===== src/rtl/llw_pkg.sv =====
package llw_pkg;

  typedef enum logic [3:0] {
    S_IDLE,
    S_RD_ISSUE,
    S_RD_WAIT,
    S_DECIDE,
    S_XFER_WAIT,
    S_WBS_ISSUE,
    S_WBS_WAIT,
    S_WBC_ISSUE,
    S_WBC_WAIT
  } walk_state_t;

  // Word positions inside a descriptor
  localparam int unsigned WI_SRC    = 0;
  localparam int unsigned WI_DST    = 1;
  localparam int unsigned WI_NEXT   = 2;
  localparam int unsigned WI_CTLLO  = 3;
  localparam int unsigned WI_CTLHI  = 4;
  localparam int unsigned WI_STLO   = 5;
  localparam int unsigned WI_STHI   = 6;
  localparam int unsigned DESC_WORDS = 7;

endpackage


===== src/rtl/llw_desc_store.sv =====
module llw_desc_store #(
  parameter int unsigned DW     = 32,
  parameter int unsigned NWORDS = 7,
  localparam int unsigned IDX_W = $clog2(NWORDS)
) (
  input  logic             clk,
  input  logic             rst,
  input  logic             wr_en,
  input  logic [IDX_W-1:0] wr_idx,
  input  logic [DW-1:0]    wr_data,
  output logic [DW-1:0]    src_word,
  output logic [DW-1:0]    dst_word,
  output logic [DW-1:0]    next_word,
  output logic [DW-1:0]    ctl_lo_word,
  output logic [DW-1:0]    ctl_hi_word
);
  import llw_pkg::*;

  logic [DW-1:0] words_q [NWORDS];

  always_ff @(posedge clk) begin
    if (rst) begin
      for (int i = 0; i < int'(NWORDS); i++) words_q[i] <= '0;
    end else if (wr_en) begin
      words_q[wr_idx] <= wr_data;
    end
  end

  assign src_word    = words_q[WI_SRC];
  assign dst_word    = words_q[WI_DST];
  assign next_word   = words_q[WI_NEXT];
  assign ctl_lo_word = words_q[WI_CTLLO];
  assign ctl_hi_word = words_q[WI_CTLHI];

endmodule


===== src/rtl/llw_addr_gen.sv =====
module llw_addr_gen #(
  parameter int unsigned AW    = 32,
  parameter int unsigned LMS_W = 2,
  parameter int unsigned IDX_W = 3,
  localparam int unsigned CLR_W = (LMS_W > 2) ? LMS_W : 2
) (
  input  logic             clk,
  input  logic             rst,
  input  logic             load,
  input  logic [AW-1:0]    load_ptr,
  input  logic [IDX_W-1:0] idx,
  input  logic [AW-1:0]    next_ptr,
  output logic [AW-1:0]    word_addr,
  output logic             next_null
);
  localparam logic [AW-1:0] KEEP_MASK = ~AW'((1 << CLR_W) - 1);

  logic [AW-1:0] base_q;

  always_ff @(posedge clk) begin
    if (rst)       base_q <= '0;
    else if (load) base_q <= load_ptr & KEEP_MASK;
  end

  assign word_addr = base_q + (AW'(idx) << 2);
  assign next_null = ((next_ptr & KEEP_MASK) == '0);

endmodule


===== src/rtl/llw_seq.sv =====
module llw_seq #(
  parameter int unsigned AW            = 32,
  parameter int unsigned DW            = 32,
  parameter int unsigned CNT_W         = 12,
  parameter int unsigned MAX_COUNT     = 2048,
  parameter int unsigned DONE_BIT      = 12,
  parameter int unsigned SRC_CHAIN_BIT = 28,
  parameter int unsigned DST_CHAIN_BIT = 27,
  parameter int unsigned IDX_W         = 3
) (
  input  logic             clk,
  input  logic             rst,
  input  logic             start,
  input  logic [AW-1:0]    start_ptr,
  input  logic             mem_ack,
  input  logic             mem_err,
  input  logic             blk_done,
  input  logic [DW-1:0]    blk_stat,
  input  logic [DW-1:0]    ctl_lo,
  input  logic [DW-1:0]    ctl_hi,
  input  logic [AW-1:0]    next_ptr,
  input  logic             next_null,
  input  logic [AW-1:0]    word_addr,
  output logic             base_load,
  output logic [AW-1:0]    base_ptr,
  output logic [IDX_W-1:0] widx,
  output logic             fetch_wr,
  output logic             mem_req,
  output logic             mem_we,
  output logic [AW-1:0]    mem_addr,
  output logic [DW-1:0]    mem_wdata,
  output logic             blk_start,
  output logic             blk_cmplt,
  output logic             chain_cmplt,
  output logic             err,
  output logic             busy
);
  import llw_pkg::*;

  localparam logic [IDX_W-1:0] LAST_IDX = IDX_W'(DESC_WORDS - 1);
  localparam logic [IDX_W-1:0] IDX_STLO = IDX_W'(WI_STLO);
  localparam logic [IDX_W-1:0] IDX_CTHI = IDX_W'(WI_CTLHI);
  localparam logic [CNT_W-1:0] CNT_MAX  = CNT_W'(MAX_COUNT);
  localparam logic [DW-1:0]    DONE_MASK = DW'(1) << DONE_BIT;

  walk_state_t    state_q;
  logic [DW-1:0]  stat_q;
  logic [CNT_W-1:0] cnt;
  logic           chain_on;
  logic           follow;

  assign cnt      = ctl_hi[CNT_W-1:0];
  assign chain_on = ctl_lo[SRC_CHAIN_BIT] | ctl_lo[DST_CHAIN_BIT];
  assign follow   = chain_on & ~next_null;

  assign base_load = ((state_q == S_IDLE) && start) ||
                     ((state_q == S_WBC_WAIT) && mem_ack && !mem_err && follow);
  assign base_ptr  = (state_q == S_IDLE) ? start_ptr : next_ptr;
  assign fetch_wr  = (state_q == S_RD_WAIT) && mem_ack && !mem_err;
  assign busy      = (state_q != S_IDLE);

  always_ff @(posedge clk) begin
    if (rst) begin
      state_q     <= S_IDLE;
      widx        <= '0;
      stat_q      <= '0;
      mem_req     <= 1'b0;
      mem_we      <= 1'b0;
      mem_addr    <= '0;
      mem_wdata   <= '0;
      blk_start   <= 1'b0;
      blk_cmplt   <= 1'b0;
      chain_cmplt <= 1'b0;
      err         <= 1'b0;
    end else begin
      mem_req     <= 1'b0;
      blk_start   <= 1'b0;
      blk_cmplt   <= 1'b0;
      chain_cmplt <= 1'b0;
      err         <= 1'b0;
      case (state_q)
        S_IDLE: begin
          if (start) begin
            widx    <= '0;
            state_q <= S_RD_ISSUE;
          end
        end
        S_RD_ISSUE: begin
          mem_req  <= 1'b1;
          mem_we   <= 1'b0;
          mem_addr <= word_addr;
          state_q  <= S_RD_WAIT;
        end
        S_RD_WAIT: begin
          if (mem_ack) begin
            if (mem_err) begin
              err     <= 1'b1;
              state_q <= S_IDLE;
            end else if (widx == LAST_IDX) begin
              state_q <= S_DECIDE;
            end else begin
              widx    <= widx + 1'b1;
              state_q <= S_RD_ISSUE;
            end
          end
        end
        S_DECIDE: begin
          if (cnt > CNT_MAX) begin
            err     <= 1'b1;
            state_q <= S_IDLE;
          end else if (cnt == '0) begin
            stat_q  <= '0;
            widx    <= IDX_STLO;
            state_q <= S_WBS_ISSUE;
          end else begin
            blk_start <= 1'b1;
            state_q   <= S_XFER_WAIT;
          end
        end
        S_XFER_WAIT: begin
          if (blk_done) begin
            stat_q  <= blk_stat;
            widx    <= IDX_STLO;
            state_q <= S_WBS_ISSUE;
          end
        end
        S_WBS_ISSUE: begin
          mem_req   <= 1'b1;
          mem_we    <= 1'b1;
          mem_addr  <= word_addr;
          mem_wdata <= stat_q;
          state_q   <= S_WBS_WAIT;
        end
        S_WBS_WAIT: begin
          if (mem_ack) begin
            if (mem_err) begin
              err     <= 1'b1;
              state_q <= S_IDLE;
            end else begin
              widx    <= IDX_CTHI;
              state_q <= S_WBC_ISSUE;
            end
          end
        end
        S_WBC_ISSUE: begin
          mem_req   <= 1'b1;
          mem_we    <= 1'b1;
          mem_addr  <= word_addr;
          mem_wdata <= ctl_hi | DONE_MASK;
          state_q   <= S_WBC_WAIT;
        end
        S_WBC_WAIT: begin
          if (mem_ack) begin
            if (mem_err) begin
              err     <= 1'b1;
              state_q <= S_IDLE;
            end else begin
              blk_cmplt <= 1'b1;
              if (follow) begin
                widx    <= '0;
                state_q <= S_RD_ISSUE;
              end else begin
                chain_cmplt <= 1'b1;
                state_q     <= S_IDLE;
              end
            end
          end
        end
        default: state_q <= S_IDLE;
      endcase
    end
  end


  addr_aligned_chk: assert property (@(posedge clk) disable iff (rst)
    mem_req |-> (mem_addr[1:0] == 2'b00));


  single_req_chk: assert property (@(posedge clk) disable iff (rst)
    mem_req |=> !mem_req);


  count_range_chk: assert property (@(posedge clk) disable iff (rst)
    blk_start |-> (cnt != '0 && cnt <= CNT_MAX));


  cmplt_after_ack_chk: assert property (@(posedge clk) disable iff (rst)
    blk_cmplt |-> $past(mem_ack && !mem_err));


  chain_end_chk: assert property (@(posedge clk) disable iff (rst)
    chain_cmplt |-> (blk_cmplt && !busy));


  err_idle_chk: assert property (@(posedge clk) disable iff (rst)
    err |-> (!busy && !blk_cmplt));


  err_quiet_chk: assert property (@(posedge clk) disable iff (rst)
    err |=> !mem_req);

endmodule


===== src/rtl/llp_chain_walker.sv =====
module llp_chain_walker #(
  parameter int unsigned AW            = 32,
  parameter int unsigned DW            = 32,
  parameter int unsigned CNT_W         = 12,
  parameter int unsigned MAX_COUNT     = 2048,
  parameter int unsigned DONE_BIT      = 12,
  parameter int unsigned LMS_W         = 2,
  parameter int unsigned SRC_CHAIN_BIT = 28,
  parameter int unsigned DST_CHAIN_BIT = 27
) (
  input  logic             clk,
  input  logic             rst,
  input  logic             start,
  input  logic [AW-1:0]    start_ptr,
  output logic             busy,
  output logic             mem_req,
  output logic             mem_we,
  output logic [AW-1:0]    mem_addr,
  output logic [DW-1:0]    mem_wdata,
  input  logic             mem_ack,
  input  logic             mem_err,
  input  logic [DW-1:0]    mem_rdata,
  output logic             blk_start,
  output logic [DW-1:0]    blk_src,
  output logic [DW-1:0]    blk_dst,
  output logic [DW-1:0]    blk_ctl,
  output logic [CNT_W-1:0] blk_count,
  input  logic             blk_done,
  input  logic [DW-1:0]    blk_stat,
  output logic             blk_cmplt,
  output logic             chain_cmplt,
  output logic             err
);
  import llw_pkg::*;

  localparam int unsigned IDX_W = $clog2(DESC_WORDS);

  logic [IDX_W-1:0] widx;
  logic             fetch_wr;
  logic             base_load;
  logic [AW-1:0]    base_ptr;
  logic [AW-1:0]    word_addr;
  logic             next_null;
  logic [DW-1:0]    next_word;
  logic [DW-1:0]    ctl_hi_word;

  llw_desc_store #(
    .DW     (DW),
    .NWORDS (DESC_WORDS)
  ) u_store (
    .clk         (clk),
    .rst         (rst),
    .wr_en       (fetch_wr),
    .wr_idx      (widx),
    .wr_data     (mem_rdata),
    .src_word    (blk_src),
    .dst_word    (blk_dst),
    .next_word   (next_word),
    .ctl_lo_word (blk_ctl),
    .ctl_hi_word (ctl_hi_word)
  );

  llw_addr_gen #(
    .AW    (AW),
    .LMS_W (LMS_W),
    .IDX_W (IDX_W)
  ) u_addr (
    .clk       (clk),
    .rst       (rst),
    .load      (base_load),
    .load_ptr  (base_ptr),
    .idx       (widx),
    .next_ptr  (next_word[AW-1:0]),
    .word_addr (word_addr),
    .next_null (next_null)
  );

  llw_seq #(
    .AW            (AW),
    .DW            (DW),
    .CNT_W         (CNT_W),
    .MAX_COUNT     (MAX_COUNT),
    .DONE_BIT      (DONE_BIT),
    .SRC_CHAIN_BIT (SRC_CHAIN_BIT),
    .DST_CHAIN_BIT (DST_CHAIN_BIT),
    .IDX_W         (IDX_W)
  ) u_seq (
    .clk         (clk),
    .rst         (rst),
    .start       (start),
    .start_ptr   (start_ptr),
    .mem_ack     (mem_ack),
    .mem_err     (mem_err),
    .blk_done    (blk_done),
    .blk_stat    (blk_stat),
    .ctl_lo      (blk_ctl),
    .ctl_hi      (ctl_hi_word),
    .next_ptr    (next_word[AW-1:0]),
    .next_null   (next_null),
    .word_addr   (word_addr),
    .base_load   (base_load),
    .base_ptr    (base_ptr),
    .widx        (widx),
    .fetch_wr    (fetch_wr),
    .mem_req     (mem_req),
    .mem_we      (mem_we),
    .mem_addr    (mem_addr),
    .mem_wdata   (mem_wdata),
    .blk_start   (blk_start),
    .blk_cmplt   (blk_cmplt),
    .chain_cmplt (chain_cmplt),
    .err         (err),
    .busy        (busy)
  );

  assign blk_count = ctl_hi_word[CNT_W-1:0];


  xfer_fields_stable_chk: assert property (@(posedge clk) disable iff (rst)
    (busy && !blk_start && $past(blk_start)) |-> ($stable(blk_src) && $stable(blk_count)));

endmodule


===== config.mk =====
export PLATFORM = sky130hd
export DESIGN_NAME = llp_chain_walker
export DESIGN_NICKNAME = d
export VERILOG_FILES = /design/src/rtl/llw_pkg.sv /design/src/rtl/llw_desc_store.sv /design/src/rtl/llw_addr_gen.sv /design/src/rtl/llw_seq.sv /design/src/rtl/llp_chain_walker.sv
export SDC_FILE = /design/constraint.sdc
export NUM_CORES = 1
export LEC_CHECK = 0
export BUFFER_PORTS_ARGS = -buffer_cell sky130_fd_sc_hd__buf_2
export CAP_MARGIN = 20
export CORE_MARGIN = 3
export CORE_UTILIZATION = 45
export DETAILED_ROUTE_END_ITERATION = 6
export PLACE_DENSITY = 0.68
export SLEW_MARGIN = 20
export SYNTH_ARGS = -nofsm -noshare
export SYNTH_HDL_FRONTEND = slang
export SYNTH_SLANG_ARGS = --single-unit
export TNS_END_PERCENT = 30

===== constraint.sdc =====
create_clock -name clk -period 3.1 [get_ports clk]
set_input_delay 0.775 -clock clk [delete_from_list [all_inputs] [get_ports clk]]
set_output_delay 0.775 -clock clk [all_outputs]
set_load 0.02 [all_outputs]

==> metrics, run 1 <==
Peak supply drop between 400 and 500 uV; CP Capture Type flip-flop; Port Buffer Count roughly 280; Crit Path Max Fanout 22; max-capacitance violation count 0; Final Hold Fails 0; Clock transition at path regs 60 ps; clock share of power 0.394; initial antenna violation count 7; Synth async-reset ratio 0; GP Congestion approximately 0.85; most common cell after layout, fill and taps aside buf_2; die width roughly 170 um; Total Die Area roughly 0.030 sq mm; Comb pwr share 0.114; Crit path largest cell delay 570 ps; first-pass GRT wire length between 50 and 60 mm; average wire per standard cell between 15 and 20 um; Final Util 0.557; Fin Setup TNS 0 ps; Root Buffer clkbuf_16; Seq pwr share 0.492; largest family of logic cells by synthesized area simple AND/OR/NAND/NOR gates; Yosys cell types 60; cell area after synthesis 0.0124 sq mm; fraction of layout cells with a size suffix above 1 0.265; Final setup violation count 0; Overflow after GRT 0; setup repair bufs after CTS 0; mux cell area share after synthesis 0.0292; post_cts resized 0; Worst Setup Start Kind flip-flop; cell family with most CP delay simple AND/OR/NAND/NOR gates; Final Slew Violations 0; Die H between 150 and 200 um; # H-tree levels 1; Yosys reg bits about 290; Routed WL 34.5 mm; Core ar. roughly 0.027 sq mm; Slew @ Worst Pin 886 ps; RSZ-0062 raised after global routing false; clk_skew a little over 10 ps; Ports around 280; Tot GR Track Use 0.226; EDFF count, synth between 150 and 200; Adder-Cell Fraction of Synth Area 0.00666; LEAKAGE 5.89 nW; worst hold path class reg -> reg; CTS Sinks just under 300; min Tclk post-route between 2000 and 3000 ps; Clock Latency Late Sink about 550 ps; drt drc 0; Slowest cell on crit path dfxtp_2; Sw Ratio 0.255; Placed Instances about 1700; Rows 60; setup ws final roughly 410 ps; CTS max path bufs 3; CP Data Required Time approximately 3400 ps; Crit Path Class reg -> reg; NumNets Final around 1500; Final ANT Viol Nets 0; post-synthesis sequential area ratio 0.602; compound-cell area share of the yosys netlist 0.0918; warnings from Yosys 0; period utilization 0.866; Crit path buffers/inverters 1; final cell count without fillers 1735; fmax between 300 and 400 MHz; CTS tree yes; CP Cell Sequence or4b_4 -> nor4_4 -> nand2_1 -> nor2_2 -> or2_2 -> buf_12; initial core utilization 0.459; largest net degree at the start of global routing approximately 140; Overall Power 8.99 mW; PwrDens 597 mW/mm^2; number of vias per cell between 5 and 6; initial DRC count about 650; HPWL after detailed placement 24.0 mm; most frequent cells in the layout buf_2, and2_1, edfxtp_1; Synth Area in XOR/XNOR 0.0177; vias just over 9000; Avg Inst Size Synth 11.0 sq um; post-place setup slack approximately 450 ps; drt pass-1 iters 5; Synth Area in Simple Gates 0.214; number of global-route vias before repair between 8000 and 9000; cts bufs inserted 31; status finished, final reports clean; Internal Power roughly 6.7 mW; P&R area growth vs syn 21.5%; switching pwr around 2.3 mW; CTS Hold Bufs 0; WP data arrival 2940 ps; Synth Flop Type edfxtp_1; Slew headroom 0.409; Syn Inst Count ~1100
-- worst paths after layout --
check / start / end / slack (ps) / depth (start not counted)
hold reg to reg: u_seq.stat_q[17] / u_seq.stat_q[17] / 450 / 2
setup / recovery: u_seq.state_q[1] / u_store.words_q[1][0] / 410 / 6
setup reg to reg: u_seq.state_q[1] / u_store.words_q[1][0] / 410 / 6
hold / removal: u_seq.stat_q[17] / u_seq.stat_q[17] / 450 / 2
-- cell families after synthesis --
| group | after synthesis |
|---|---|
| compound gates | 159 |
| xor+xnor | 25 |
| fa+ha+maj | 6 |
| buf+inv | 103 |
| flops | 294 |
| mux | 36 |
| other cells | 1 |
| simple gates | 501 |
-- power groups by stage --
| stage | sequential [mW] | combinational [mW] | clock (mW) |
|---|---|---|---|
| floorplan | 4.60 | 0.532 | 0 |
| global placement | 4.50 | 1.01 | 0 |
| detailed placement | 4.51 | 1.03 | 0 |
| CTS | 4.42 | 1.03 | 3.62 |
| global route | 4.45 | 1.12 | 3.77 |
| finish | 4.42 | 1.02 | 3.55 |
-- synth_stat cells, types with 2 or more instances --
library cell  instances  area share
nor4_1               17      0.0086
nand2_1             115       0.035
or4_1                 2      0.0012
clkbuf_1             56       0.017
nand4_1               2      0.0010
or4b_4                2      0.0022
nor4b_1               3      0.0021
mux2i_1              35       0.028
a21oi_1              42       0.017
buf_1                 4      0.0012
buf_2                12      0.0048
and2_1              160       0.081
or2_2                 8      0.0040
buf_4                14      0.0085
nor2_1               72       0.022
edfxtp_1            157        0.38
nor3_1               46       0.019
and3_1                5      0.0025
nor2b_1               4      0.0020
xor2_1                5      0.0035
buf_6                 3      0.0027
or3_1                 5      0.0025
nand2b_1              5      0.0025
ha_1                  5      0.0050
xnor2_1              20       0.014
nand3_1              41       0.017
dfxtp_1             137        0.22
a21o_1                4      0.0024
a211oi_1             56       0.034
o21ai_0              10      0.0040
inv_1                 8      0.0024
clkbuf_2              6      0.0024
a311oi_1             34       0.024
and4_1                4      0.0028
-- area by class of cell --
type | count | area [sq um]
antenna | 4 | 10.0
clock buffer | 44 | 845
clock inverter | 13 | 120
fill | 2382 | 12000
inverter | 8 | 30.0
multi-input combinational | 729 | 4510
sequential | 294 | 7460
tap | 341 | 427
timing repair buffer | 302 | 1670
-- per-stage QoR --
| step | hold WS [ps] | area (sq um) |
|---|---|---|
| 3_3_place_gp | 437 | 14100 |
| 2_1_floorplan | 431 | 12400 |
| 3_5_place_dp | 443 | 14100 |
| 6_report | 449 | 15100 |
| 5_1_grt | 447 | 15100 |
| 4_1_cts | 443 | 15100 |
-- layer usage --
metal | share of wire | routed length, um | vias to the layer above | GRT usage
met3 | 0.073 | 2530 | 64 | 0.0505
met2 | 0.47 | 16400 | 315 | 0.368
li1 | - | - | 4490 | -
met4 | 0.031 | 1070 | 6 | 0.0739
met1 | 0.42 | 14500 | 4447 | 0.303
met5 | 0.00096 | 33 | - | 0
-- registers in the layout, indices dropped and copies added, names as in the netlist --
signal             flops
u_seq.state_q          4
u_seq.blk_start        1
u_seq.mem_addr        30
u_seq.mem_we           1
u_store.words_q      157
u_seq.mem_wdata       32
u_seq.blk_cmplt        1
u_seq.stat_q          32
u_seq.err              1
u_addr.base_q         30
u_seq.widx             3
u_seq.mem_req          1
u_seq.chain_cmplt      1
-- tightest hold or removal path: cells and delay by family (launching register included) --
kind            cells  cell delay [ps]
flops               1              310
simple gates        1               50
compound gates      1               50
No activity file was read; power rests on OpenSTA's default activity.
==> run 2: changes to the inputs <==
--- a/config.mk
+++ b/config.mk
@@ -10,4 +10,5 @@
 export CORE_MARGIN = 3
 export CORE_UTILIZATION = 45
+export CTS_CLUSTER_SIZE = 28
 export DETAILED_ROUTE_END_ITERATION = 6
 export PLACE_DENSITY = 0.68
==> constraint.sdc (replaced) <==
create_clock -name clk -period 3.1 [get_ports clk]
set_input_delay 0.775 -clock clk [delete_from_list [all_inputs] [get_ports clk]]
set_output_delay 0.775 -clock clk [all_outputs]
set_load 0.1 [all_outputs]
==> run 2 against run 1 <==
Net effect:
- die area unchanged
- cell count about the same
- total power increased by 8.9%
- fmax grew 2.4%
- worst hold slack barely moved
==> metrics, run 2 (synthesis gave the netlist of run 1 again) <==
Die H 172 um (unchanged); CP Data Required Time 2320 ps (-1030 ps); CTS Sinks 294 (unchanged); filler instances 2363 (-0.80%); fraction of layout cells with a size suffix above 1 0.266 (+0.00125); Slew headroom 0.541 (+0.132); Ports 281 (unchanged); Final Hold Fails 0 (unchanged); max reg flops 157 (unchanged); Routed WL 33.7 mm (-2.4%); # H-tree levels 1 (unchanged); register area 0.00746 sq mm (unchanged); vias 9281 (-0.44%); RSZ-0062 raised after global routing false; drt pass-1 iters 5 (unchanged); CP Capture Type primary output; Root Buffer clkbuf_16; post_cts resized 0 (unchanged); drt drc 0 (unchanged); Fin Setup TNS 0 ps (unchanged); CTS Hold Bufs 0 (unchanged); Rows 60 (unchanged); setup repair bufs after CTS 0 (unchanged); Crit Path Max Fanout 48 (+120%); worst hold path class reg -> reg; Port Buffer Count 276 (unchanged); die width 172 um (unchanged); Total Die Area 0.0296 sq mm (unchanged); cts bufs inserted 31 (unchanged); number of vias per cell 5.35 (-0.50%); post-place setup slack 562 ps (+109 ps); setup ws final 478 ps (+63.1 ps); initial DRC count 576 (-12%); Clock Latency Late Sink 560 ps (about the same); most frequent cells in the layout buf_2, and2_1, edfxtp_1; footprint of the multi-input gates 0.00451 sq mm (unchanged); Final Slew Violations 0 (unchanged); Core ar. 0.0270 sq mm (unchanged); WP data arrival 1850 ps (-1090 ps); Final ANT Viol Nets 0 (unchanged); Clock transition at path regs 60 ps (about the same); initial core utilization 0.459 (unchanged); Crit Path Class reg -> out; CTS max path bufs 3 (unchanged); average wire per standard cell 19.4 um (-2.5%); clk_skew 17.1 ps (+6.95 ps); Worst Setup Start Kind flip-flop; Final setup violation count 0 (unchanged); initial antenna violation count 9 (+2); largest net degree at the start of global routing 143 (unchanged); Peak supply drop 449 uV (+3.6%); most common cell after layout, fill and taps aside buf_2; status finished, final reports clean; PwrDens 647 mW/mm^2 (+8.3%); Tot GR Track Use 0.222 (-0.00454); CTS tree yes; min Tclk post-route 2620 ps (-63.1 ps); first-pass GRT wire length 50.6 mm (-2.0%); LEAKAGE 5.93 nW (+0.56%); largest registers u_store.words_q x157, u_seq.mem_wdata x32, u_seq.stat_q x32; Top reg by flops u_store.words_q; Overflow after GRT 0 (unchanged); number of global-route vias before repair 8730 (-2.9%); fmax 381 MHz (+2.4%); P&R area growth vs syn 22.2%; max-capacitance violation count 0 (unchanged); period utilization 0.846 (-0.0204); GP Congestion 0.840 (-0.76%); HPWL after detailed placement 23.8 mm (-1.0%); NumNets Final 1474 (unchanged); Slew @ Worst Pin 688 ps (-198 ps)
## run 2: where the power goes
part / internal [mW] / switching, mW
Combinational: 0.375 / 1.35
Clock: 2.17 / 1.49
Sequential: 4.28 / 0.134
## run 2: critical path, stage by stage (launching register included)
cell	delay, ps
dfxtp_2	340
buf_12	200
nor4_2	310
inv_1	200
buf_12	210
## run 2: final timing paths
path	start	endpoint	slack, ps	cells past startpoint
worst min-delay path	u_seq.stat_q[22]	u_seq.stat_q[22]	450	2
worst max-delay path	u_seq.state_q[1]	busy	480	4
worst min register to register	u_seq.stat_q[22]	u_seq.stat_q[22]	450	2
worst max register to register	u_seq.widx[0]	u_seq.mem_addr[28]	580	7
## run 2: metal layers
metal | up-vias | wire length [um] | GRT usage
met4 | 6 | 1110 | 0.0819
met5 | - | 41 | 0
met3 | 73 | 2640 | 0.0542
met2 | 347 | 15800 | 0.350
li1 | 4509 | - | -
met1 | 4346 | 14100 | 0.299
## run 2: final cells by class
type / count / area share
clock inverters: 20 / 0.0136
multi-input cells: 729 / 0.297
inverters: 8 / 0.00198
repair buffers: 302 / 0.113
clock buffers: 38 / 0.0530
well taps: 341 / 0.0282
diodes: 4 / 0.000661
flip-flops and latches: 294 / 0.492
## run 2: through the flow
stage          hold slack, ps  total power [mW]  utilization  instance area (sq um)  cells
2_1_floorplan             431              5.81            -                  12400   1126
3_3_place_gp              438              6.21        0.523                  14100   1674
3_5_place_dp              442              6.22        0.523                  14100   1674
4_1_cts                   450              9.86        0.560                  15100   1732
5_1_grt                   467              10.1        0.560                  15100   1736
6_report                  449              9.79        0.560                  15100   1736
==> run 3: changes to the inputs <==
- ABC_AREA: default -> 1
- PLACE_DENSITY: 0.68 -> 0.71
- clock period: 3.1 -> 2.39 ns (I/O delays scaled with it)
==> run 3 against run 2 <==
Net effect:
- die area rose by 3.6%
- non-clock buffer count rose by 15
- total power rose by 33%
- highest routed layer unchanged
- synthesized cell count rose by 33%
- sequential share of layout area fell by 1.6 points
==> metrics, run 3 <==
status finished, final reports clean; Crit Path Max Fanout 4 (-92%); filler instances 2629 (+11%); fraction of layout cells with a size suffix above 1 0.219 (-0.0468); most common cell after layout, fill and taps aside nand2_1; Final Hold Fails 0 (unchanged); Overflow after GRT 0 (unchanged); Core ar. 0.0280 sq mm (+3.6%); average wire per standard cell 18.4 um (-5.1%); setup repair bufs after CTS 0 (unchanged); top cells by count, synth nand2_1, nor2_1, inv_1, edfxtp_1, dfxtp_1; Clock Latency Late Sink 570 ps (about the same); worst hold path class in -> reg; final cell count without fillers 2163 (+25%); EDFF count, synth 157 (unchanged); Avg Inst Size Synth 8.60 sq um (-22%); CTS max path bufs 3 (unchanged); Synth Flop Type edfxtp_1; Slew @ Worst Pin 787 ps (+98.6 ps); drt pass-1 iters 7 (+2); Tot GR Track Use 0.253 (+0.0312); drt drc 0 (unchanged); Rows 61 (+1.7%); Final Slew Violations 0 (unchanged); cell taking the most area after synthesis edfxtp_1; Total Die Area 0.0306 sq mm (+3.6%); max reg flops 157 (unchanged); number of global-route vias before repair 10488 (+20%); min Tclk post-route between 2000 and 2500 ps; first-pass GRT wire length 60.3 mm (+19%); top area cells in the synthesized netlist edfxtp_1, dfxtp_1, nand2_1, nor2_1, inv_1; Placed Instances 2106 (+26%); cts bufs inserted 31 (unchanged); setup ws final 89.2 ps (-389 ps); Die H 175 um (+1.8%); initial core utilization 0.459 (about the same); CP Capture Type primary output; Worst Setup Start Kind flip-flop; Port Buffer Count 276 (unchanged); Peak supply drop 548 uV (+22%); Ports 281 (unchanged); Clock transition at path regs 70 ps (about the same); period utilization 0.963; Final setup violation count 0 (unchanged); Yosys cell types 41 (-32%); Top reg by flops u_store.words_q; most frequent cells in the layout nand2_1, nor2_1, buf_2; post-synthesis sequential area ratio 0.580 (-0.0217); Final ANT Viol Nets 0 (unchanged); number of vias per cell 5.07 (-5.2%); GP Congestion 0.925 (+10%); PwrDens 833 mW/mm^2 (+29%); largest registers u_store.words_q x157, u_seq.mem_wdata x32, u_seq.stat_q x32; largest net degree at the start of global routing 87 (-39%); P&R area growth vs syn 21.7%; NumNets Final 1869 (+27%); initial antenna violation count 4 (-5); max-capacitance violation count 0 (unchanged); CTS Sinks 294 (unchanged); Overall Power 13.0 mW (+33%); cell area after synthesis 0.0129 sq mm (+3.7%); initial DRC count 905 (+57%); CTS tree yes; WP data arrival 1700 ps (-150 ps); Fin Setup TNS 0 ps (unchanged); CP Data Required Time 1790 ps (-530 ps); CTS Hold Bufs 0 (unchanged); top-count cell post-synth nand2_1; warnings from Yosys 0 (unchanged); LEAKAGE 7.15 nW (+21%); RSZ-0062 raised after global routing false; Routed WL 39.8 mm (+18%); Synth async-reset ratio 0 (unchanged); Syn Inst Count 1496 (+33%); Yosys reg bits 294 (unchanged); post-place setup slack 140 ps (-421 ps); vias 10961 (+18%); die width 175 um (+1.8%); Slew headroom 0.473 (-0.0677); post-synth top area share 0.367 (-0.0137); Root Buffer clkbuf_16; Crit Path Class reg -> out; # H-tree levels 1 (unchanged); clk_skew 11.9 ps (-5.22 ps); fmax between 400 and 500 MHz; HPWL after detailed placement 29.5 mm (+24%)
## run 3: worst max-delay path, cell delays in order (launching register included)
cell and delay (ps):
dfxtp_1 360, nor2_1 290, nand2_2 200, buf_4 280
## run 3: stage by stage
step / hold WS, ps / instance area, sq um / utilization
global route: 280 / 15600 / 0.559
finish: 294 / 15700 / 0.559
global placement: 436 / 14600 / 0.522
CTS: 264 / 15600 / 0.558
detailed placement: 442 / 14600 / 0.522
floorplan: 436 / 12900 / -
## run 3: path summary, 6_finish.rpt
kind / slack, ps / end / cells after the start / startpoint
min reg2reg: 450 / u_seq.mem_addr[19] / 2 / u_seq.mem_addr[19]
max reg2reg: 180 / u_store.words_q[2][16] / 9 / u_seq.state_q[1]
min: 290 / u_seq.blk_cmplt / 2 / mem_err
max: 90 / busy / 3 / u_seq.state_q[0]
## run 3: cell families after synthesis
| logic type | synth area share |
|---|---|
| AND/OR/NAND/NOR | 0.232 |
| flip-flops | 0.580 |
| buffers and inverters | 0.0926 |
| AO/OA/AOI/OAI | 0.0844 |
| XOR/XNOR | 0.00409 |
| adder cells (fa/ha/maj) | 0.00642 |
| other | 0.000292 |
## run 3: layout make-up
cell class / instances / area (sq um) / area share
diodes: 1 / 2.50 / 0.000160
clock buffers: 41 / 875 / 0.0559
clock inverters: 15 / 138 / 0.00879
inverters: 203 / 762 / 0.0487
multi-input cells: 914 / 4220 / 0.270
flip-flops and latches: 294 / 7460 / 0.476
well taps: 378 / 473 / 0.0302
repair buffers: 317 / 1720 / 0.110
## run 3: power breakdown
group	total (mW)	internal, mW	leakage [nW]	switching [mW]
combinational	2.48	0.522	3.93	1.96
clock	4.78	2.78	0.489	2.00
sequential	5.77	5.59	2.74	0.184
total	13.0	8.88	7.15	4.15
## run 3: repair_timing
action	CTS	global route
endpoints found under the setup margin	1	26
cloned	0	0
pin swaps	0	0
resized for setup	1	2
## run 3: routing by layer
layer | part of all wire | up-vias | GRT usage
li1 | - | 5351 | -
met1 | 0.43 | 5083 | 0.346
met2 | 0.45 | 442 | 0.391
met3 | 0.089 | 79 | 0.0691
met4 | 0.034 | 6 | 0.0848
met5 | 0.00095 | - | 0
